<file path="config.mk">
export PLATFORM = sky130hd
export DESIGN_NAME = ds1_interleave_demux
export DESIGN_NICKNAME = d
export VERILOG_FILES = /design/src/rtl/ds1_demux_pkg.sv /design/src/rtl/ds1_slot_tracker.sv /design/src/rtl/ds1_slot_decode.sv /design/src/rtl/ds1_lane.sv /design/src/rtl/ds1_interleave_demux.sv
export SDC_FILE = /design/constraint.sdc
export NUM_CORES = 1
export LEC_CHECK = 0
export BUFFER_PORTS_ARGS = -buffer_cell sky130_fd_sc_hd__buf_2
export CORE_MARGIN = 3
export CORE_UTILIZATION = 25
export DETAILED_ROUTE_END_ITERATION = 10
export SYNTH_ARGS = -nofsm -noshare
export SYNTH_HDL_FRONTEND = slang
export SYNTH_SLANG_ARGS = --single-unit
</file>
<file path="constraint.sdc">
create_clock -name clk -period 3.39 [get_ports clk]
set_input_delay 0.339 -clock clk [delete_from_list [all_inputs] [get_ports clk]]
set_output_delay 0.339 -clock clk [all_outputs]
set_load 0.01 [all_outputs]
</file>
<file path="src/rtl/ds1_demux_pkg.sv">
package ds1_demux_pkg;
  localparam int unsigned SLOT_BITS_PER_TS = 8;
  localparam int unsigned SIG_BITS = 4;
  localparam int unsigned CH_IDX_W = 4;
  localparam int unsigned TS_IDX_W = 8;

  typedef struct packed {
    logic                active;
    logic                second;
    logic                is_fbit;
    logic [CH_IDX_W-1:0] ch;
    logic [TS_IDX_W-1:0] ts;
    logic [2:0]          pos;
    logic                sig_cap;
    logic [1:0]          sig_idx;
    logic                sig_done;
  } slot_info_t;
endpackage

</file>
<file path="src/rtl/ds1_slot_tracker.sv">
module ds1_slot_tracker #(
  parameter int unsigned NUM_CH     = 4,
  parameter int unsigned FRAME_BITS = 193
) (
  input  logic clk,
  input  logic rst,
  input  logic sync_i,
  output logic active_o,
  output logic locked_o,
  output logic [$clog2(2*NUM_CH)-1:0] ph_o,
  output logic [$clog2(FRAME_BITS)-1:0] bit_o,
  output logic misalign_o
);
  localparam int unsigned PAIR_SLOTS = 2 * NUM_CH;
  localparam int unsigned PH_W = $clog2(PAIR_SLOTS);
  localparam int unsigned BIT_W = $clog2(FRAME_BITS);

  logic             locked_q;
  logic [PH_W-1:0]  ph_q, ph_nx, ph_cur;
  logic [BIT_W-1:0] bit_q, bit_nx, bit_cur;

  // position of the slot following the previous one
  always_comb begin
    if (ph_q == PH_W'(PAIR_SLOTS - 1)) begin
      ph_nx  = '0;
      bit_nx = (bit_q == BIT_W'(FRAME_BITS - 1)) ? '0 : bit_q + BIT_W'(1);
    end else begin
      ph_nx  = ph_q + PH_W'(1);
      bit_nx = bit_q;
    end
  end

  // position of the slot sampled in this cycle
  always_comb begin
    if (sync_i) begin
      ph_cur  = '0;
      bit_cur = '0;
    end else begin
      ph_cur  = ph_nx;
      bit_cur = bit_nx;
    end
  end

  assign active_o = sync_i | locked_q;
  assign locked_o = locked_q;
  assign ph_o     = ph_cur;
  assign bit_o    = bit_cur;

  always_ff @(posedge clk) begin
    if (rst) begin
      locked_q   <= 1'b0;
      ph_q       <= '0;
      bit_q      <= '0;
      misalign_o <= 1'b0;
    end else begin
      locked_q   <= locked_q | sync_i;
      misalign_o <= sync_i && locked_q && ((ph_nx != '0) || (bit_nx != '0));
      if (active_o) begin
        ph_q  <= ph_cur;
        bit_q <= bit_cur;
      end
    end
  end

  // a misalignment pulse needs a sync that met an already locked count
  assert_misalign_cause_R8: assert property (@(posedge clk) disable iff (rst)
    misalign_o |-> ($past(sync_i) && $past(locked_q)));

  // the lock is never lost without reset
  assert_lock_sticky_R1: assert property (@(posedge clk) disable iff (rst)
    locked_q |=> locked_q);
endmodule

</file>
<file path="src/rtl/ds1_slot_decode.sv">
module ds1_slot_decode
  import ds1_demux_pkg::*;
#(
  parameter int unsigned NUM_CH     = 4,
  parameter int unsigned FRAME_BITS = 193
) (
  input  logic                          active_i,
  input  logic [$clog2(2*NUM_CH)-1:0]   ph_i,
  input  logic [$clog2(FRAME_BITS)-1:0] bit_i,
  output slot_info_t                    info_o
);
  localparam int unsigned BIT_W = $clog2(FRAME_BITS);

  logic [BIT_W-1:0] k;

  always_comb begin
    k                = bit_i - BIT_W'(1);
    info_o           = '0;
    info_o.active    = active_i;
    info_o.second    = ph_i[0];
    info_o.ch        = CH_IDX_W'(ph_i >> 1);
    info_o.is_fbit   = (bit_i == '0);
    info_o.pos       = k[2:0];
    info_o.ts        = TS_IDX_W'(k >> 3);
    info_o.sig_idx   = k[1:0];
    info_o.sig_cap   = active_i && ph_i[0] && !info_o.is_fbit && k[2];
    info_o.sig_done  = info_o.sig_cap && (k[2:0] == 3'd7);
  end
endmodule

</file>
<file path="src/rtl/ds1_lane.sv">
module ds1_lane
  import ds1_demux_pkg::*;
#(
  parameter int unsigned CH_ID = 0
) (
  input  logic       clk,
  input  logic       rst,
  input  slot_info_t info_i,
  input  logic       din,
  output logic       bit_o,
  output logic       valid_o,
  output logic       fstart_o,
  output logic [SIG_BITS-1:0] nib_o,
  output logic       nvalid_o
);
  logic mine, take, cap;
  logic [SIG_BITS-1:0] acc;

  assign mine = info_i.active && (info_i.ch == CH_IDX_W'(CH_ID));
  assign take = mine && !info_i.second;
  assign cap  = mine && info_i.sig_cap;

  always_ff @(posedge clk) begin
    if (rst) begin
      bit_o    <= 1'b0;
      valid_o  <= 1'b0;
      fstart_o <= 1'b0;
      nib_o    <= '0;
      nvalid_o <= 1'b0;
      acc      <= '0;
    end else begin
      valid_o  <= take;
      fstart_o <= take && info_i.is_fbit;
      nvalid_o <= cap && info_i.sig_done;
      if (take) bit_o <= din;
      if (cap) acc[2'd3 - info_i.sig_idx] <= din;
      if (cap && info_i.sig_done) nib_o <= {acc[3:1], din};
    end
  end

  // a lane strobe never lasts two clocks
  assert_lane_spacing_R3: assert property (@(posedge clk) disable iff (rst)
    valid_o |=> !valid_o);

  // the frame flag only rides on a bit strobe
  assert_fstart_with_bit_R6: assert property (@(posedge clk) disable iff (rst)
    fstart_o |-> valid_o);

  // the nibble strobe follows payload bit 8 of the same lane
  assert_nibble_after_bit_R5: assert property (@(posedge clk) disable iff (rst)
    nvalid_o |-> ($past(valid_o) && !$past(fstart_o)));
endmodule

</file>
<file path="src/rtl/ds1_interleave_demux.sv">
module ds1_interleave_demux
  import ds1_demux_pkg::*;
#(
  parameter int unsigned NUM_CH    = 4,
  parameter int unsigned TIMESLOTS = 24
) (
  input  logic                          clk,
  input  logic                          rst,
  input  logic                          ser_bit,
  input  logic                          ser_sync,
  output logic [NUM_CH-1:0]             lane_bit,
  output logic [NUM_CH-1:0]             lane_valid,
  output logic [NUM_CH-1:0]             lane_fstart,
  output logic [SIG_BITS*NUM_CH-1:0]    sig_nibble,
  output logic [NUM_CH-1:0]             sig_valid,
  output logic [$clog2(TIMESLOTS)-1:0]  sig_ts,
  output logic                          misalign
);
  localparam int unsigned FRAME_BITS = TIMESLOTS * SLOT_BITS_PER_TS + 1;
  localparam int unsigned PH_W  = $clog2(2 * NUM_CH);
  localparam int unsigned BIT_W = $clog2(FRAME_BITS);
  localparam int unsigned TS_W  = $clog2(TIMESLOTS);

  logic             active, locked;
  logic [PH_W-1:0]  ph;
  logic [BIT_W-1:0] bitn;
  slot_info_t       info;

  ds1_slot_tracker #(.NUM_CH(NUM_CH), .FRAME_BITS(FRAME_BITS)) u_track (
    .clk(clk), .rst(rst), .sync_i(ser_sync), .active_o(active),
    .locked_o(locked), .ph_o(ph), .bit_o(bitn), .misalign_o(misalign)
  );

  ds1_slot_decode #(.NUM_CH(NUM_CH), .FRAME_BITS(FRAME_BITS)) u_dec (
    .active_i(active), .ph_i(ph), .bit_i(bitn), .info_o(info)
  );

  for (genvar c = 0; c < NUM_CH; c++) begin : g_lane
    ds1_lane #(.CH_ID(c)) u_lane (
      .clk(clk), .rst(rst), .info_i(info), .din(ser_bit),
      .bit_o(lane_bit[c]), .valid_o(lane_valid[c]), .fstart_o(lane_fstart[c]),
      .nib_o(sig_nibble[SIG_BITS*c +: SIG_BITS]), .nvalid_o(sig_valid[c])
    );
  end

  always_ff @(posedge clk) begin
    if (rst) sig_ts <= '0;
    else if (info.sig_done) sig_ts <= info.ts[TS_W-1:0];
  end

  // nothing is strobed before the first sync
  assert_quiet_until_sync_R1: assert property (@(posedge clk) disable iff (rst)
    !locked |-> (lane_valid == '0 && sig_valid == '0));

  // a sync makes channel 0 deliver its framing bit next clock
  assert_sync_starts_frame_R2: assert property (@(posedge clk) disable iff (rst)
    ser_sync |=> (lane_valid[0] && lane_fstart[0]));

  // lanes take turns, never two at once
  assert_single_lane_R3: assert property (@(posedge clk) disable iff (rst)
    $onehot0(lane_valid));

  // a reported timeslot index is always in range
  assert_ts_in_range_R5: assert property (@(posedge clk) disable iff (rst)
    (sig_valid != '0) |-> (int'(sig_ts) < TIMESLOTS));

  // a misalignment pulse coincides with channel 0's framing strobe
  assert_misalign_at_frame_R8: assert property (@(posedge clk) disable iff (rst)
    misalign |-> lane_fstart[0]);
endmodule

</file>
==> results.py <==
metrics = {
    "power_and_ir_drop": {
        "power_density_mw_per_mm2": 480,
        "fin_total_pwr_mw": 1.79,
        "ir_drop_v": 0.000204,
        "p_leak_nw": 1.37,
    },
    "global_routing": {
        "track_usage_pct": 11.1,
        "grt_pass1_wl_mm": 12.8,
        "grt_overflow_total": 0,
        "grt_max_degree": 58,
        "antenna_found_initial": 0,
        "grt_pass1_vias": 2581,
    },
    "timing": {
        "relSlewSlack_pct": 38.3,
        "max_freq_ghz": 0.327,
        "tightest_slew_ps": 926,
        "fin_skew_ps": 6.23,
        "rsz0062_at_grt": "false",
        "period_share_pct": 90.2,
        "setup_ws_ps": 332,
        "finalHoldViolCount": 0,
        "whs_ps": 448,
        "layout_min_cycle_time_ps": 3060,
        "finalSetupTns_ps": 0,
        "drv_slew": 0,
        "setup_viol": 0,
    },
    "detailed_routing": {
        "via_count": 2647,
        "wl_per_cell_um": 13.6,
        "wl_mm": 7.66,
        "drtIter0Drc": 243,
        "route.detailed.drc": 0,
        "firstDrtPassIters": 4,
        "antenna_left": 0,
        "via_per_inst": 4.70,
    },
    "cells_and_area": {
        "multi_input_area_mm2": 0.00168,
        "seq_area_mm2": 0.00124,
        "num_antenna_cells": 0,
        "drive_gt1_share_pct": 21.3,
        "fin_nets": 400,
        "synthToLayoutAreaGrowth_pct": 18.2,
        "fin_util_pct": 30.6,
        "fillCellCount": 1260,
    },
    "floorplanning": {
        "fp-row-count": 40,
        "die_width_um": 118,
        "core-area_mm2": 0.0122,
        "dieHeight_um": 118,
        "die_area_mm2": 0.0140,
        "pin_count": 42,
        "start_util_pct": 25.9,
    },
    "setup_path": {
        "slowest_stage": "ha_1",
        "path_class": "flip-flop to flip-flop",
        "critPathLaunch": "u_track.ph_q[0]$_SDFFE_PP0N_",
        "worstSetupStartpointType": "flip-flop",
        "cpPeakStageDelay_ps": 570,
        "worstRegToRegCells": 8,
        "worstReg2RegStart": "u_track.ph_q[0]$_SDFFE_PP0N_",
        "cp_num_cells": 8,
        "path_max_fanout": 16,
        "critPathCapture": "g_lane[2].u_lane.nib_o[2]$_SDFFE_PP0P_",
        "r2r_end": "g_lane[2].u_lane.nib_o[2]$_SDFFE_PP0P_",
        "path_common_cell": "ha_1",
        "r2r_slack_ps": 330,
        "crit_path_end_kind": "flip-flop",
        "crit_family": "compound AO/OA/AOI/OAI gates",
        "cp_num_buf_inv": 0,
        "worst-endpoint-required_ps": 3640,
        "crit_chain": "ha_1 > ha_1 > nand3_2 > or4_4 > a21oi_4 > o32a_1 > nand3_1 > a21oi_1",
        "cp_data_arrival_time_ps": 3310,
    },
    "yosys": {
        "yosysTopAreaCell": "dfxtp_1",
        "ys_top_cells_by_area": "dfxtp_1 39%, a21oi_1 4.6%, buf_4 4.3%",
        "synth_commonest_cells": "62 x dfxtp_1, 35 x nand2_1, 33 x nor2_1",
        "syn_inst": 369,
        "async_reset_ff_share_pct": 0,
        "synth_area_mm2": 0.00315,
        "ys.flop_type": "dfxtp_1",
        "yosysSeqAreaShare_pct": 39.4,
        "syn_avg_cell_area_um2": 8.53,
        "ys_ff_latch": 62,
        "yosys.cell_types.count": 58,
        "synth-edff-count": 0,
        "netlist.area_leader.share_pct": 39.4,
        "ys_warn_count": 0,
        "synth_most_common_cell": "dfxtp_1",
        "syn_nets": 378,
    },
    "clock_tree": {
        "cts_hold_buffers": 0,
        "clkTransAtPathRegs_ps": 50,
        "numCtsBuffers": 9,
        "root_buffer": "clkbuf_16",
        "cts_tree": "built",
        "cts-resized-gates": 0,
        "clockBufferDepth": 2,
        "cts_sinks": 62,
        "htree_levels": 3,
        "cts_setup_buffers": 0,
        "worstSkewPairLatency_ps": 320,
    },
    "place": {
        "place_ws_ps": 360,
        "io_buffers": 41,
        "gp_congestion": 0.901,
        "dpl.hpwl_mm": 5.41,
    },
    "flow_run": {
        "cap_violations": 0,
    },
    "run_status": {
        "status": "complete, no violations",
    },
    "worst_hold_path": {
        "worstHoldPathType": "input pin to flip-flop",
    },
}
report_power, final:
part	internal, mW	switching, mW	total, mW
clock	0.676	0.310	0.985
combinational	0.0179	0.0433	0.0612
sequential	0.735	0.00728	0.742
total	1.43	0.360	1.79
per-stage QoR:
step | instances | area (µm²)
global route | 563 | 3720
floorplan | 369 | 3150
finish | 563 | 3720
CTS | 563 | 3720
global placement | 548 | 3400
detailed placement | 548 | 3400
kinds of logic (layout without fill, tap and decap cells):
group           after synthesis  after routing  share of synthesized area (%)
xor+xnor                     12             12                           3.34
fa+ha+maj                     5              5                           1.99
flops                        62             62                           39.4
mux                          14             14                           4.61
buf+inv                      42             68                           7.35
compound gates               73             73                           15.9
simple gates                161            161                           27.5
worst register-to-register path: stages (launching register included):
cell and delay (ps):
dfxtp_1 390, ha_1 200, ha_1 570, nand3_2 260, or4_4 490, a21oi_4 270
o32a_1 490, nand3_1 150, a21oi_1 170
layer usage:
metal  global-route usage (%)  up-vias  part of all wire (%)
met2                     17.0       63                    46
li1                         -     1318                     -
met5                        0        -                     0
met4                     5.35        0                   2.2
met1                     14.3     1251                    47
met3                     3.30       15                   5.3
worst min path at each step:
stage	endpoint	cells past startpoint	start
2_1_floorplan	g_lane[3].u_lane.acc[1]$_SDFFE_PP0P_	2	g_lane[3].u_lane.acc[1]$_SDFFE_PP0P_
3_3_place_gp	g_lane[3].u_lane.acc[1]$_SDFFE_PP0P_	2	g_lane[3].u_lane.acc[1]$_SDFFE_PP0P_
3_5_place_dp	g_lane[1].u_lane.acc[3]$_SDFFE_PP0P_	2	g_lane[1].u_lane.acc[3]$_SDFFE_PP0P_
4_1_cts	g_lane[2].u_lane.bit_o$_SDFFE_PP0P_	3	ser_bit
5_1_grt	g_lane[2].u_lane.bit_o$_SDFFE_PP0P_	3	ser_bit
6_report	g_lane[3].u_lane.acc[1]$_SDFFE_PP0P_	3	ser_bit
layout make-up:
type,count,share of cell area (%)
well taps,168,5.65
clock buffers,11,6.79
flip-flops and latches,62,33.3
inverters,6,0.605
multi-input cells,265,45.0
repair buffers,47,6.72
clock inverters,4,1.88
placed cells by master (no fill, tap or decap), types with 7 or more instances in the layout:
cell       count
a21oi_1       29
o21ai_1       11
clkbuf_16      9
nor2_1        33
buf_2         41
mux2i_1       12
nand2_1       35
nor3_1        16
dfxtp_1       62
xnor2_1        7
nand3_1       22
nand2b_1      12
o21ai_0        8
state kept, by name, indices dropped and copies added, names as in the netlist:
| signal | cells |
|---|---|
| u_track.ph_q | 3 |
| sig_ts | 5 |
| g_lane.u_lane.acc | 12 |
| u_track.locked_o | 1 |
| g_lane.u_lane.fstart_o | 4 |
| g_lane.u_lane.bit_o | 4 |
| u_track.misalign_o | 1 |
| g_lane.u_lane.nib_o | 16 |
| g_lane.u_lane.valid_o | 4 |
| g_lane.u_lane.nvalid_o | 4 |
| u_track.bit_q | 8 |
Note: power is estimated with default switching activity, not from simulation.
